### config.mk
export PLATFORM = sky130hd
export DESIGN_NAME = board_ctrl_regs
export DESIGN_NICKNAME = d
export VERILOG_FILES = /design/src/rtl/bsc_pkg.sv /design/src/rtl/bsc_sync.sv /design/src/rtl/bsc_decode.sv /design/src/rtl/board_ctrl_regs.sv
export SDC_FILE = /design/constraint.sdc
export NUM_CORES = 1
export LEC_CHECK = 0
export BUFFER_PORTS_ARGS = -buffer_cell sky130_fd_sc_hd__buf_2
export CAP_MARGIN = 20
export CELL_PAD_IN_SITES_DETAIL_PLACEMENT = 0
export CELL_PAD_IN_SITES_GLOBAL_PLACEMENT = 1
export CORE_MARGIN = 5
export CORE_UTILIZATION = 30
export DETAILED_ROUTE_END_ITERATION = 10
export GPL_TIMING_DRIVEN = 0
export PLACE_DENSITY_LB_ADDON = 0.1
export SYNTH_ARGS = -nofsm -noshare
export SYNTH_HDL_FRONTEND = slang
export SYNTH_SLANG_ARGS = --single-unit
export TNS_END_PERCENT = 20
### constraint.sdc
create_clock -name clk -period 0.9 [get_ports clk]
set_input_delay 0.18 -clock clk [delete_from_list [all_inputs] [get_ports clk]]
set_output_delay 0.18 -clock clk [all_outputs]
set_load 0.05 [all_outputs]
### src/rtl/bsc_pkg.sv
package bsc_pkg;

  typedef enum logic [2:0] {
    SEL_BUILD,
    SEL_FREQ,
    SEL_LED,
    SEL_SW,
    SEL_RST,
    SEL_NONE
  } reg_sel_e;

  localparam logic [31:0] RESET_MAGIC = 32'h0000_DEAD;

  // Map a word index (byte address divided by four) onto a register.
  function automatic reg_sel_e sel_of(input logic [31:0] word_idx);
    case (word_idx)
      32'd0:   return SEL_BUILD;
      32'd1:   return SEL_FREQ;
      32'd2:   return SEL_LED;
      32'd3:   return SEL_SW;
      32'd4:   return SEL_RST;
      default: return SEL_NONE;
    endcase
  endfunction

  function automatic logic is_magic(input logic [31:0] value);
    return value == RESET_MAGIC;
  endfunction

endpackage

### src/rtl/bsc_sync.sv
module bsc_sync #(
  parameter int W = 8
) (
  input  logic         clk,
  input  logic         rst_n,
  input  logic [W-1:0] async_i,
  output logic [W-1:0] sync_o
);
  for (genvar b = 0; b < W; b++) begin : g_bit
    logic meta_q, stab_q;
    always_ff @(posedge clk or negedge rst_n) begin
      if (!rst_n) begin
        meta_q <= 1'b0;
        stab_q <= 1'b0;
      end else begin
        meta_q <= async_i[b];
        stab_q <= meta_q;
      end
    end
    assign sync_o[b] = stab_q;
  end
endmodule

### src/rtl/bsc_decode.sv
module bsc_decode
  import bsc_pkg::*;
#(
  parameter int ADDR_W = 16,
  parameter int DATA_W = 32
) (
  input  logic [ADDR_W-1:0] addr,
  input  logic              wr,
  input  logic [DATA_W-1:0] wdata,
  output reg_sel_e          sel,
  output logic              wr_led,
  output logic              wr_magic
);
  logic unused_lo;
  assign unused_lo = ^addr[1:0];

  always_comb begin
    sel      = sel_of(32'(addr[ADDR_W-1:2]));
    wr_led   = wr && (sel == SEL_LED);
    wr_magic = wr && (sel == SEL_RST) && is_magic(32'(wdata));
  end
endmodule

### src/rtl/board_ctrl_regs.sv
module board_ctrl_regs
  import bsc_pkg::*;
#(
  parameter int          ADDR_W     = 16,
  parameter int          DATA_W     = 32,
  parameter int          LED_W      = 8,
  parameter int          SW_W       = 8,
  parameter logic [31:0] CLK_HZ     = 32'd10_000_000,
  parameter logic [31:0] BUILD_CODE = 32'h0927_2011
) (
  input  logic              clk,
  input  logic              rst_n,
  input  logic [ADDR_W-1:0] bus_addr,
  input  logic              bus_rd,
  input  logic              bus_wr,
  input  logic [DATA_W-1:0] bus_wdata,
  output logic [DATA_W-1:0] bus_rdata,
  input  logic [SW_W-1:0]   sw_i,
  output logic [LED_W-1:0]  led_o,
  output logic              reset_req_o
);
  reg_sel_e          sel;
  logic              wr_led;
  logic              wr_magic;
  logic [SW_W-1:0]   sw_sync;
  logic [LED_W-1:0]  led_q;
  logic [DATA_W-1:0] rd_mux;
  logic [DATA_W-1:0] rdata_q;
  logic              req_q;

  bsc_decode #(.ADDR_W(ADDR_W), .DATA_W(DATA_W)) u_dec (
    .addr     (bus_addr),
    .wr       (bus_wr),
    .wdata    (bus_wdata),
    .sel      (sel),
    .wr_led   (wr_led),
    .wr_magic (wr_magic)
  );

  bsc_sync #(.W(SW_W)) u_sync (
    .clk     (clk),
    .rst_n   (rst_n),
    .async_i (sw_i),
    .sync_o  (sw_sync)
  );

  always_ff @(posedge clk or negedge rst_n) begin
    if (!rst_n) led_q <= '0;
    else if (wr_led) led_q <= bus_wdata[LED_W-1:0];
  end

  always_ff @(posedge clk or negedge rst_n) begin
    if (!rst_n) req_q <= 1'b0;
    else        req_q <= wr_magic;
  end

  always_comb begin
    rd_mux = '0;
    case (sel)
      SEL_BUILD: rd_mux = DATA_W'(BUILD_CODE);
      SEL_FREQ:  rd_mux = DATA_W'(CLK_HZ);
      SEL_LED:   rd_mux[LED_W-1:0] = led_q;
      SEL_SW:    rd_mux[SW_W-1:0]  = sw_sync;
      default:   rd_mux = '0;
    endcase
  end

  always_ff @(posedge clk or negedge rst_n) begin
    if (!rst_n)      rdata_q <= '0;
    else if (bus_rd) rdata_q <= rd_mux;
  end

  assign bus_rdata   = rdata_q;
  assign led_o       = led_q;
  assign reset_req_o = req_q;
endmodule

==> results by group <==
Clock tree
  • Maximum clock path buffer count: 2
  • Clock tree from TritonCTS: yes
  • Clk_lat worst skew: 0.28 ns
  • Clk slew on worst S/H paths: 0.07 ns
  • CTS Sinks: 35
  • H-tree depth: 2
  • Clock buffer count from CTS: 5
  • Root buf cell: clkbuf_8

Pwr
  • Pwr dens: 1230 nW/um^2
  • Maximum VDD drop: 0.846 mV
  • Total power: 3160 uW
  • Leak Pwr: 0.00128 uW

Outcome
  • Failing checks: negative hold slack, negative setup slack
  • Status: complete, but fails checks

Routing
  • Antenna Nets Post-Route: 0
  • Final wirelength: 4.24 mm
  • WL/cell: 13.8 um
  • Post-route DRC: 0
  • Drt pass-1 iters: 4
  • Initial DRC count: 45
  • Vias: 1,306
  • Vias/cell: 4.24

Cells and area
  • Area delta synth->final: 69.5%
  • Antenna cell count: 0
  • Layout cell share with drive strength beyond 1: 58.1%
  • Final net count: 300
  • Cell area after layout: 2570 um^2

Timing
  • Measured slew at the worst slew-check pin: 0.775 ns
  • Hold violation count in the final report: 35
  • Layout Skew: 0.00131 ns
  • Final Hold Slack: -0.0323 ns
  • Final Cycle Share: 150%
  • Minimum clock period: 1.35 ns
  • RSZ-0062 raised after global routing: true
  • Sum Neg Setup Slack: -13.25 ns
  • Slew Viols, Final: 0
  • Final Setup Violations: 50
  • Final setup margin: -0.450 ns
  • Max_slew headroom: 48.4%
  • Max Fclk: 741 MHz

Place
  • Placed Instance Area: 2070 um^2
  • Global placement routability congestion: 0.747
  • Setup Slack @ Placement: -1.04 ns
  • Dpl hpwl: 3.15 mm
  • IO buf count: 88

Synth
  • Synth Register Bits: 35
  • Register area share after synthesis: 57.8%
  • Mean Syn Cell Area: 12.2 um^2
  • Yosys cell types: 23
  • Yosys warnings: 0
  • Gate Count Post-Synth: 124
  • Cell Area, Synth: 1520 um^2

Floorplanning
  • Core Area: 4820 um^2
  • Cell Rows: 25
  • I/O Pins: 101
  • Chip height: 81.1 um
  • Starting density of the core: 31.5%
  • Die Span X: 81.1 um
  • Die ar.: 6580 um^2

Global route
  • Largest net degree at the start of global routing: 36
  • Initial antenna violation count: 0
  • Total GRT Usage: 13.1%
  • Gr ovfl total: 0
  • Vias in the first global route: 1,335
  • First-pass GRT wire length: 6.44 mm

Setup path
  • Critical setup path kind: in -> reg
  • Critical Path AT: 1.52 ns
  • Worst EP required: 1.07 ns
  • CP Max Fanout: 3
  • Worst-path cell chain: buf_6 -> nor4_4 -> and4b_2 -> nor4b_4 -> buf_4 -> mux2_4
  • Max incr delay on CP: 0.30 ns
  • CP Launch Type: input port
  • Worst path slowest cell: mux2_4
  • Worst setup EP type: register

Run
  • Max-cap violation count: 0

Min path
  • Worst min-delay path class: in -> async
==> stage by stage <==
step	cells	util [%]
floorplan	133	-
global placement	288	43.1
detailed placement	288	43.1
CTS	307	52.3
global route	308	53.4
finish	308	53.4
==> state kept, by name, summed over array words and instances, names as in the netlist <==
signal and count:
bus_rdata 10, led_o 8, u_sync.g_bit.meta_q 8, u_sync.g_bit.stab_q 8, reset_req_o 1
==> what timing repair did <==
action / in CTS / in global routing
hold buffers: 8 / 0
endpoints found under the hold margin: 43 / 0
setup buffers: 3 / 1
gates resized for setup: 78 / 10
setup endpoints to repair: 50 / 50
pin swaps: 11 / 6
==> cells in the mapped netlist (all sizes together) <==
| cell type | n | area [um^2] |
|---|---|---|
| a21oi | 3 | 15.0 |
| a31oi | 2 | 12.5 |
| and4b | 3 | 31.3 |
| buf | 22 | 165 |
| clkbuf | 3 | 11.3 |
| conb | 1 | 3.75 |
| dfrtp | 35 | 876 |
| inv | 13 | 48.8 |
| mux2 | 8 | 90.1 |
| mux2i | 5 | 50.1 |
| nand2 | 2 | 7.51 |
| nand3b | 1 | 7.51 |
| nand4 | 2 | 12.5 |
| nand4b | 2 | 17.5 |
| nor2 | 2 | 7.51 |
| nor4 | 6 | 37.5 |
| nor4b | 2 | 32.5 |
| nor4bb | 1 | 10.0 |
| o22ai | 7 | 43.8 |
| o32ai | 3 | 26.3 |
| or4b | 1 | 10.0 |
==> cell usage in the layout (no fill, tap or decap), drive strengths merged <==
master	count
nand3b	1
o22ai	7
nand4	2
clkinvlp	2
nor4	6
mux2	8
dlygate4sd3	8
and4b	3
conb	10
dfrtp	35
inv	13
nor4b	2
mux2i	5
clkinv	1
buf	115
a21oi	3
or4b	1
o32ai	3
nand4b	2
nor2	2
nor4bb	1
a31oi	2
nand2	2
clkbuf	7
==> metal layers <==
metal,vias to the layer above,track usage (%),wire length [um]
met2,63,22.0,2130
met4,0,5.57,93
met5,-,0,0
li1,635,-,-
met3,13,3.66,348
met1,595,15.6,1670
==> report_power, final <==
part           switching (uW)  internal (uW)
logic                     229            183
registers                9.46           1610
clock network             589            538
==> cells by family after synthesis <==
logic type / Yosys count / share of synthesized area (%)
other cells: 1 / 0.247
mux: 13 / 9.24
flops: 35 / 57.8
simple gates: 22 / 11.5
compound gates: 15 / 6.44
buf+inv: 38 / 14.9
==> layout make-up <==
class,instances,area [um^2]
Fill cell,459,2250
Sequential cell,35,878
Timing Repair Buffer,100,764
Multi-Input combinational cell,60,518
Buffer,25,188
Tap cell,67,83.8
Clock buffer,5,68.8
Inverter,13,48.8
Clock inverter,3,20.0
==> critical path, delay by kind of cell <==
kind	cells	cell delay, ns
mux	1	0.30
simple gates	3	0.75
buf+inv	2	0.28
==> final timing paths <==
check	depth (start not counted)	slack, ns	startpoint	to
min reg2reg	0	0.35	u_sync.g_bit[7].meta_q$_DFF_PN0_	u_sync.g_bit[7].stab_q$_DFF_PN0_
min	1	-0.03	rst_n	u_sync.g_bit[5].meta_q$_DFF_PN0_
max reg2reg	4	-0.06	led_o[0]$_DFFE_PN0P_	bus_rdata[0]$_DFFE_PN0P_
min in group clk	2	0.14	bus_wdata[6]	led_o[6]$_DFFE_PN0P_
max	6	-0.45	bus_addr[10]	led_o[1]$_DFFE_PN0P_
max in group asynchronous	1	0.39	rst_n	bus_rdata[23]$_DFFE_PN0P_
Power figures use the tool's default switching activity.
